`src/rtl/stsel_pkg.sv`:
```
package stsel_pkg;

    localparam int unsigned BUS_ADDR_W = 2;

    localparam logic [BUS_ADDR_W-1:0] ADDR_STATUS = 2'd0;
    localparam logic [BUS_ADDR_W-1:0] ADDR_MASK   = 2'd1;

    typedef enum logic [1:0] {
        RSEL_STATUS = 2'd0,
        RSEL_MASK   = 2'd1,
        RSEL_NONE   = 2'd2
    } rsel_e;

    typedef struct packed {
        logic  wr_status;
        logic  wr_mask;
        logic  rd_any;
        rsel_e rsel;
    } acc_dec_t;

    function automatic rsel_e addr_to_rsel(input logic [BUS_ADDR_W-1:0] a);
        rsel_e r;
        case (a)
            ADDR_STATUS: r = RSEL_STATUS;
            ADDR_MASK:   r = RSEL_MASK;
            default:     r = RSEL_NONE;
        endcase
        return r;
    endfunction

endpackage

```
`src/rtl/stsel_decode.sv`:
```
module stsel_decode
    import stsel_pkg::*;
(
    input  logic                  we_i,
    input  logic                  re_i,
    input  logic [BUS_ADDR_W-1:0] addr_i,
    output acc_dec_t              dec_o
);
    rsel_e sel;

    always_comb begin
        sel             = addr_to_rsel(addr_i);
        dec_o.rsel      = sel;
        dec_o.rd_any    = re_i;
        dec_o.wr_status = we_i && (sel == RSEL_STATUS);
        dec_o.wr_mask   = we_i && (sel == RSEL_MASK);
    end
endmodule

```
`src/rtl/stsel_latch_bank.sv`:
```
module stsel_latch_bank #(
    parameter int unsigned WIDTH      = 8,
    parameter logic [WIDTH-1:0] LATCH_MASK = '1
) (
    input  logic             clk,
    input  logic             rst,
    input  logic [WIDTH-1:0] cond_i,
    input  logic             sel_we_i,
    input  logic [WIDTH-1:0] sel_data_i,
    output logic [WIDTH-1:0] held_o,
    output logic [WIDTH-1:0] cap_o,
    output logic [WIDTH-1:0] eff_o,
    output logic [WIDTH-1:0] view_o
);
    for (genvar i = 0; i < WIDTH; i++) begin : g_bit
        if (LATCH_MASK[i]) begin : g_evt
            logic held_q;
            logic cap_q;
            logic take;

            assign take = sel_we_i & sel_data_i[i];

            always_ff @(posedge clk) begin
                if (rst) begin
                    held_q <= 1'b0;
                    cap_q  <= 1'b0;
                end else begin
                    held_q <= cond_i[i] | (held_q & ~take);
                    if (take) begin
                        cap_q <= held_q;
                    end
                end
            end

            assign held_o[i] = held_q;
            assign cap_o[i]  = cap_q;
            assign eff_o[i]  = held_q;
            assign view_o[i] = cap_q;
        end else begin : g_live
            assign held_o[i] = 1'b0;
            assign cap_o[i]  = 1'b0;
            assign eff_o[i]  = cond_i[i];
            assign view_o[i] = cond_i[i];
        end
    end
endmodule

```
`src/rtl/stsel_irq_gen.sv`:
```
module stsel_irq_gen #(
    parameter int unsigned WIDTH = 8
) (
    input  logic             clk,
    input  logic             rst,
    input  logic [WIDTH-1:0] eff_i,
    input  logic [WIDTH-1:0] mask_i,
    output logic             irq_o
);
    logic [WIDTH-1:0] armed;
    logic             irq_q;

    assign armed = eff_i & mask_i;

    always_ff @(posedge clk) begin
        if (rst) begin
            irq_q <= 1'b0;
        end else begin
            irq_q <= |armed;
        end
    end

    assign irq_o = irq_q;
endmodule

```
`src/rtl/stsel_status_reg.sv`:
```
module stsel_status_reg
    import stsel_pkg::*;
#(
    parameter int unsigned WIDTH      = 8,
    parameter logic [WIDTH-1:0] LATCH_MASK = 8'h3F
) (
    input  logic                  clk,
    input  logic                  rst,
    input  logic [WIDTH-1:0]      cond_i,
    input  logic                  bus_we_i,
    input  logic                  bus_re_i,
    input  logic [BUS_ADDR_W-1:0] bus_addr_i,
    input  logic [WIDTH-1:0]      bus_wdata_i,
    output logic [WIDTH-1:0]      bus_rdata_o,
    output logic                  irq_o
);
    acc_dec_t         dec;
    logic [WIDTH-1:0] held_q;
    logic [WIDTH-1:0] cap_q;
    logic [WIDTH-1:0] eff;
    logic [WIDTH-1:0] view;
    logic [WIDTH-1:0] mask_q;
    logic [WIDTH-1:0] rdata_q;
    logic [WIDTH-1:0] rd_next;

    stsel_decode u_dec (
        .we_i   (bus_we_i),
        .re_i   (bus_re_i),
        .addr_i (bus_addr_i),
        .dec_o  (dec)
    );

    stsel_latch_bank #(
        .WIDTH      (WIDTH),
        .LATCH_MASK (LATCH_MASK)
    ) u_bank (
        .clk        (clk),
        .rst        (rst),
        .cond_i     (cond_i),
        .sel_we_i   (dec.wr_status),
        .sel_data_i (bus_wdata_i),
        .held_o     (held_q),
        .cap_o      (cap_q),
        .eff_o      (eff),
        .view_o     (view)
    );

    stsel_irq_gen #(
        .WIDTH (WIDTH)
    ) u_irq (
        .clk    (clk),
        .rst    (rst),
        .eff_i  (eff),
        .mask_i (mask_q),
        .irq_o  (irq_o)
    );

    always_ff @(posedge clk) begin
        if (rst) begin
            mask_q <= '0;
        end else if (dec.wr_mask) begin
            mask_q <= bus_wdata_i;
        end
    end

    always_comb begin
        case (dec.rsel)
            RSEL_STATUS: rd_next = view;
            RSEL_MASK:   rd_next = mask_q;
            default:     rd_next = '0;
        endcase
    end

    always_ff @(posedge clk) begin
        if (rst) begin
            rdata_q <= '0;
        end else if (dec.rd_any) begin
            rdata_q <= rd_next;
        end
    end

    assign bus_rdata_o = rdata_q;
endmodule

```
`config.mk`:
```
export PLATFORM = sky130hd
export DESIGN_NAME = stsel_status_reg
export DESIGN_NICKNAME = d
export VERILOG_FILES = /design/src/rtl/stsel_pkg.sv /design/src/rtl/stsel_decode.sv /design/src/rtl/stsel_latch_bank.sv /design/src/rtl/stsel_irq_gen.sv /design/src/rtl/stsel_status_reg.sv
export SDC_FILE = /design/constraint.sdc
export NUM_CORES = 1
export LEC_CHECK = 0
export BUFFER_PORTS_ARGS = -buffer_cell sky130_fd_sc_hd__clkbuf_2
export CAP_MARGIN = 5
export CORE_ASPECT_RATIO = 0.6
export CORE_MARGIN = 5
export CORE_UTILIZATION = 35
export DETAILED_ROUTE_END_ITERATION = 6
export SYNTH_ARGS = -nofsm -noshare
export SYNTH_HDL_FRONTEND = slang
export SYNTH_HIERARCHICAL = 1
export SYNTH_SLANG_ARGS = --single-unit
export TNS_END_PERCENT = 5
```
`constraint.sdc`:
```
create_clock -name clk -period 1.25 [get_ports clk]
set_input_delay 0.0625 -clock clk [delete_from_list [all_inputs] [get_ports clk]]
set_output_delay 0.0625 -clock clk [all_outputs]
set_load 0.02 [all_outputs]
```
== Word level (Yosys, flattened, before mapping) ==
Cells that the tools add are included.
Word-level totals
  flip-flop bits (word level): 29
  output and inout port bits: 9
  input port bits: 22
  word-level logic and storage cells: 49
Cells by class
  bitwise operators: 25
  muxes and demuxes: 2
  equal/unequal tests: 2
  reduce and logical (&&, ||, !) cells: 5
Operator list (count)
  case mux 8 bit (2 select lines): 1
  bitwise AND 1 bit: 12
  bitwise AND 8 bit: 1
  OR reduction 8 bit: 1
  inverter 1 bit: 6
  OR 1 bit: 6
  == test 2 x 1 -> 1 bit (second input constant): 2
  logical NOT 2 bit: 2
  case mux 2 bit (2 select lines): 1
  logical AND 1 bit: 2

== Depth between registers and ports, before layout ==
  word-level depth: 8
  gate-level depth with buffers: 5
  depth with buffers taken out: 3

== Cells and area by module ==
The synthesis kept the hierarchy.
Modules (own cells, without submodules)
  stsel_latch_bank: area an instance 755.7 um^2, sequential area each 240.2 um^2, times used 1, cells each 78
  stsel_status_reg: area an instance 676.9 um^2, sequential area each 320.3 um^2, times used 1, cells each 54
  stsel_irq_gen: area an instance 58.8 um^2, sequential area each 20.0 um^2, times used 1, cells each 6
  stsel_decode: area an instance 33.8 um^2, sequential area each 0.0 um^2, times used 1, cells each 5

== Worst setup path after synthesis ==
No wires, ideal clock.
  kind: input to register
  start point: input port bus_addr_i[0]
  end point: register rdata_q[0], in the netlist bus_rdata_o[0]
  stages: 4
  path slack: 0.288 ns
  path buffers: 1
  arrival: 0.847 ns
  setup time: 0.115 ns
  required time: 1.135 ns
  cell sequence: nor2b_1 clkbuf_1 mux2i_1 o2bb2ai_2
On the way
  cells in the longest elaborated chain, start to end: 4
  elaborated cells between the ends (all ways): 6
  classes of those cells: eq/ne: 2; mux: 2; reduce/logical: 2
Ends and longest elaborated chain
  from (decl): RTL line stsel_status_reg.sv:12  | input logic [BUS_ADDR_W-1:0] bus_addr_i,
  == test 2 x 1 -> 1 bit or logical NOT 2 bit (tied branches): RTL line stsel_pkg.sv:23  | case (a)
  case mux 2 bit (2 select lines) (*): RTL line stsel_pkg.sv:23
  == test 2 x 1 -> 1 bit or logical NOT 2 bit (tied branches): RTL line stsel_status_reg.sv:67  | case (dec.rsel)
  case mux 8 bit (2 select lines) (*): RTL line stsel_status_reg.sv:67
  to (signal assigned): RTL line stsel_status_reg.sv:78  | rdata_q <= rd_next;
  to (decl): RTL line stsel_status_reg.sv:23  | logic [WIDTH-1:0] rdata_q;
Mark *: on every way between the ends. The rest lies on a longest branch, timed or not.
A chain may end at the register's enable or synchronous reset.

== Final worst setup path ==
  start point: register rdata_q[6], in the netlist bus_rdata_o[6]
  end point: output port bus_rdata_o[6]
RTL lines
  to (decl): RTL line stsel_status_reg.sv:14  | output logic [WIDTH-1:0] bus_rdata_o,
No word-level cell between the ends.

==> flow_summary.json <==
{
  "placeableCoreArea_sq_um": 3765,
  "antenna_viol_nets_final": 0,
  "num_rows": 17,
  "synthesis.area_per_instance_sq_um": 11.12,
  "crit_path_cell_trace": "clkbuf_2",
  "grt_residual_overflow": 0,
  "power.clock.fraction_pct": 41.6,
  "power_per_cell_area_nw_per_um2": 1280,
  "first_pass_grt_wire_length_um": 4574,
  "max_cap_violations": 0,
  "met3RoutedLength_um": 189,
  "routabilityCongestion": 0.6823,
  "preCtsSetupSlack_ns": 0.1712,
  "worst-slew-pin-transition_ns": 0.5173,
  "crit_path_end_kind": "output pin",
  "drt_first_iter_violations": 31,
  "floorplan.io_pins": 31,
  "reg2reg_setup_slack_ns": 0.39,
  "slew_headroom_pct": 65.48,
  "ff2ff_path_depth": 2,
  "fp.dieH_um": 59.02,
  "drc": 0,
  "finClkSkew_ns": 0.002320,
  "netlist_instances": 126,
  "outcome": "complete, no violations",
  "die_x_um": 91.69,
  "cpLargestDelayFamily": "flip-flops",
  "first_global_vias": 992,
  "sequential_share_of_power_pct": 49.1,
  "worst_slack_ns": 0.3507,
  "post_route_cells_drive_above_1_share_pct": 43.75,
  "hpwl_reported_at_the_end_of_detailed_placement_um": 2235,
  "internal_power_mw": 1.543,
  "flow.area_growth_from_synthesis_pct": 11.16,
  "drt_pre_antenna_iters": 4,
  "cts_root_buf": "clkbuf_8",
  "post-route-util_pct": 41.38,
  "number_of_nets_in_the_finished_design": 165,
  "maximum_fanout_count_along_the_critical_path": 2,
  "gate_power_share_pct": 9.3,
  "worstPathRequired_ns": 1.19,
  "topRoutingLayerUsed": "met4",
  "setup-tns-final_ns": 0,
  "grt_max_degree": 22,
  "drt-met1-wl_um": 1341,
  "clock_tree.htree_level_count": 2,
  "ir_worst_vdd_mv": 0.5383,
  "timing.hold.worst.start": "cond_i[2]",
  "cts.clk_slew.worst_paths_ns": 0.06,
  "switching_power_share_of_the_total_pct": 22.66,
  "leakagePower_nw": 0.6106,
  "period_minus_slack_ns": 0.8993,
  "wire_per_inst_um": 14.91,
  "worst_skew_pair.late_latency_ns": 0.27,
  "hold_path.class": "in -> reg",
  "critical_path_arrival_ns": 0.84,
  "fmaxAchievable_mhz": 1112,
  "cts_tree": "done",
  "critical_path_buf_inv_count": 1,
  "setup_repair_after_global_routing_missed_its_margin": "false",
  "worst_r2r_endpoint": "u_irq/irq_o",
  "drv_slew": 0,
  "slowest_stage": "dfxtp_1",
  "route.vias.total": 944,
  "timing.final.setup_violations": 0,
  "cts_inserted_buffers": 5,
  "detail_route.vias_per_cell": 4.942,
  "crit_path_max_incr_delay_ns": 0.38,
  "syn-num-nets": 148,
  "final_hold_viol_count": 0,
  "kind_of_start_point_of_the_critical_path": "flop",
  "ratio_of_final_minimum_period_to_clock_period_pct": 71.94,
  "die_area_sq_um": 5411,
  "timing.hold.worst_path_depth": 2,
  "setup.worst_path.class": "reg -> out",
  "path_depth": 1,
  "initial_cell_density_of_the_core_pct": 37.22,
  "global_route.usage.total_pct": 11.03,
  "power_switching_mw": 0.4519,
  "reg2reg_from": "u_bank/g_bit[4].g_evt.held_q",
  "port_buffers": 30,
  "filler_cell_count": 372,
  "hold_ws_ns": 0.01618,
  "cts.sink_count": 29,
  "post_synth_instance_area_sq_um": 1401,
  "cts_max_path_buffers": 2,
  "min_delay_worst_endpoint": "u_bank/g_bit[2].g_evt.held_q",
  "antenna_found_initial": 0,
  "postRouteWirelength_um": 2848,
  "insertedDiodeCount": 0,
  "ys.warnings.count": 6,
  "area_of_combinational_cells_with_multiple_inputs_sq_um": 626.9,
  "met2_length_um": 1284,
  "seqCellArea_sq_um": 580.6
}
timing repair:
| action | in CTS | in global routing |
|---|---|---|
| resized for setup | 0 | 0 |
| buffers inserted | 0 | 0 |
| hold buffers | 0 | 1 |
| endpoints found under the hold margin | 0 | 1 |
cell usage in the layout (no fill, tap or decap):
cell,count
a21oi_1,2
clkinv_2,1
a21oi_2,4
dlygate4sd3_1,1
a41oi_1,1
a21boi_0,6
nor3b_1,1
a21bo_2,2
a21bo_1,4
nand3_1,6
o2bb2ai_2,8
a22oi_1,4
o21ba_2,6
nor2_1,8
nor2_2,1
and3b_1,1
dfxtp_1,29
clkbuf_8,7
or3b_1,1
clkbuf_2,30
mux2i_1,16
buf_4,4
nor2b_1,1
worst max path at each step:
stage	start	to	slack [ns]
after floorplan	bus_addr_i[0]	bus_rdata_o[0]	0.29
after global placement	bus_addr_i[1]	bus_rdata_o[2]	0.23
after detailed placement	bus_addr_i[1]	bus_rdata_o[1]	0.17
after CTS	bus_rdata_o[6]	bus_rdata_o[6]	0.35
after global routing	bus_rdata_o[6]	bus_rdata_o[6]	0.32
final	bus_rdata_o[6]	bus_rdata_o[6]	0.35
cell type report:
| class | count | area share [%] |
|---|---|---|
| clock buffers | 7 | 6.185 |
| clock inverters | 1 | 0.3213 |
| multi-input cells | 72 | 40.24 |
| well taps | 47 | 3.775 |
| repair buffers | 35 | 12.21 |
| flip-flops and latches | 29 | 37.27 |
stage by stage:
stage / area (sq um) / total power [mW] / cells
3_3_place_gp: 1446 / 1.175 / 182
3_5_place_dp: 1446 / 1.184 / 182
6_report: 1558 / 1.995 / 191
5_1_grt: 1558 / 2.079 / 191
4_1_cts: 1548 / 2.020 / 190
2_1_floorplan: 1401 / 1.147 / 126
flip-flops by register name, summed over array words and instances, names as in the netlist:
register / count
u_bank/g_bit.g_evt.held_q: 6
bus_rdata_o: 8
u_bank/g_bit.g_evt.cap_q: 6
u_irq/irq_o: 1
mask_q: 8
power by group through the flow:
stage,logic [mW],clock network (mW),registers [mW]
2_1_floorplan,0.148,0,0.999
3_3_place_gp,0.177,0,0.998
3_5_place_dp,0.185,0,0.999
4_1_cts,0.185,0.856,0.979
5_1_grt,0.203,0.893,0.982
6_report,0.186,0.830,0.979
layer usage:
layer,GRT usage [%],up-vias
met4,4.863,0
met3,4.695,6
met2,17.86,24
met1,12.96,443
met5,0,-
li1,-,471
(Power assumes the default switching activity.)
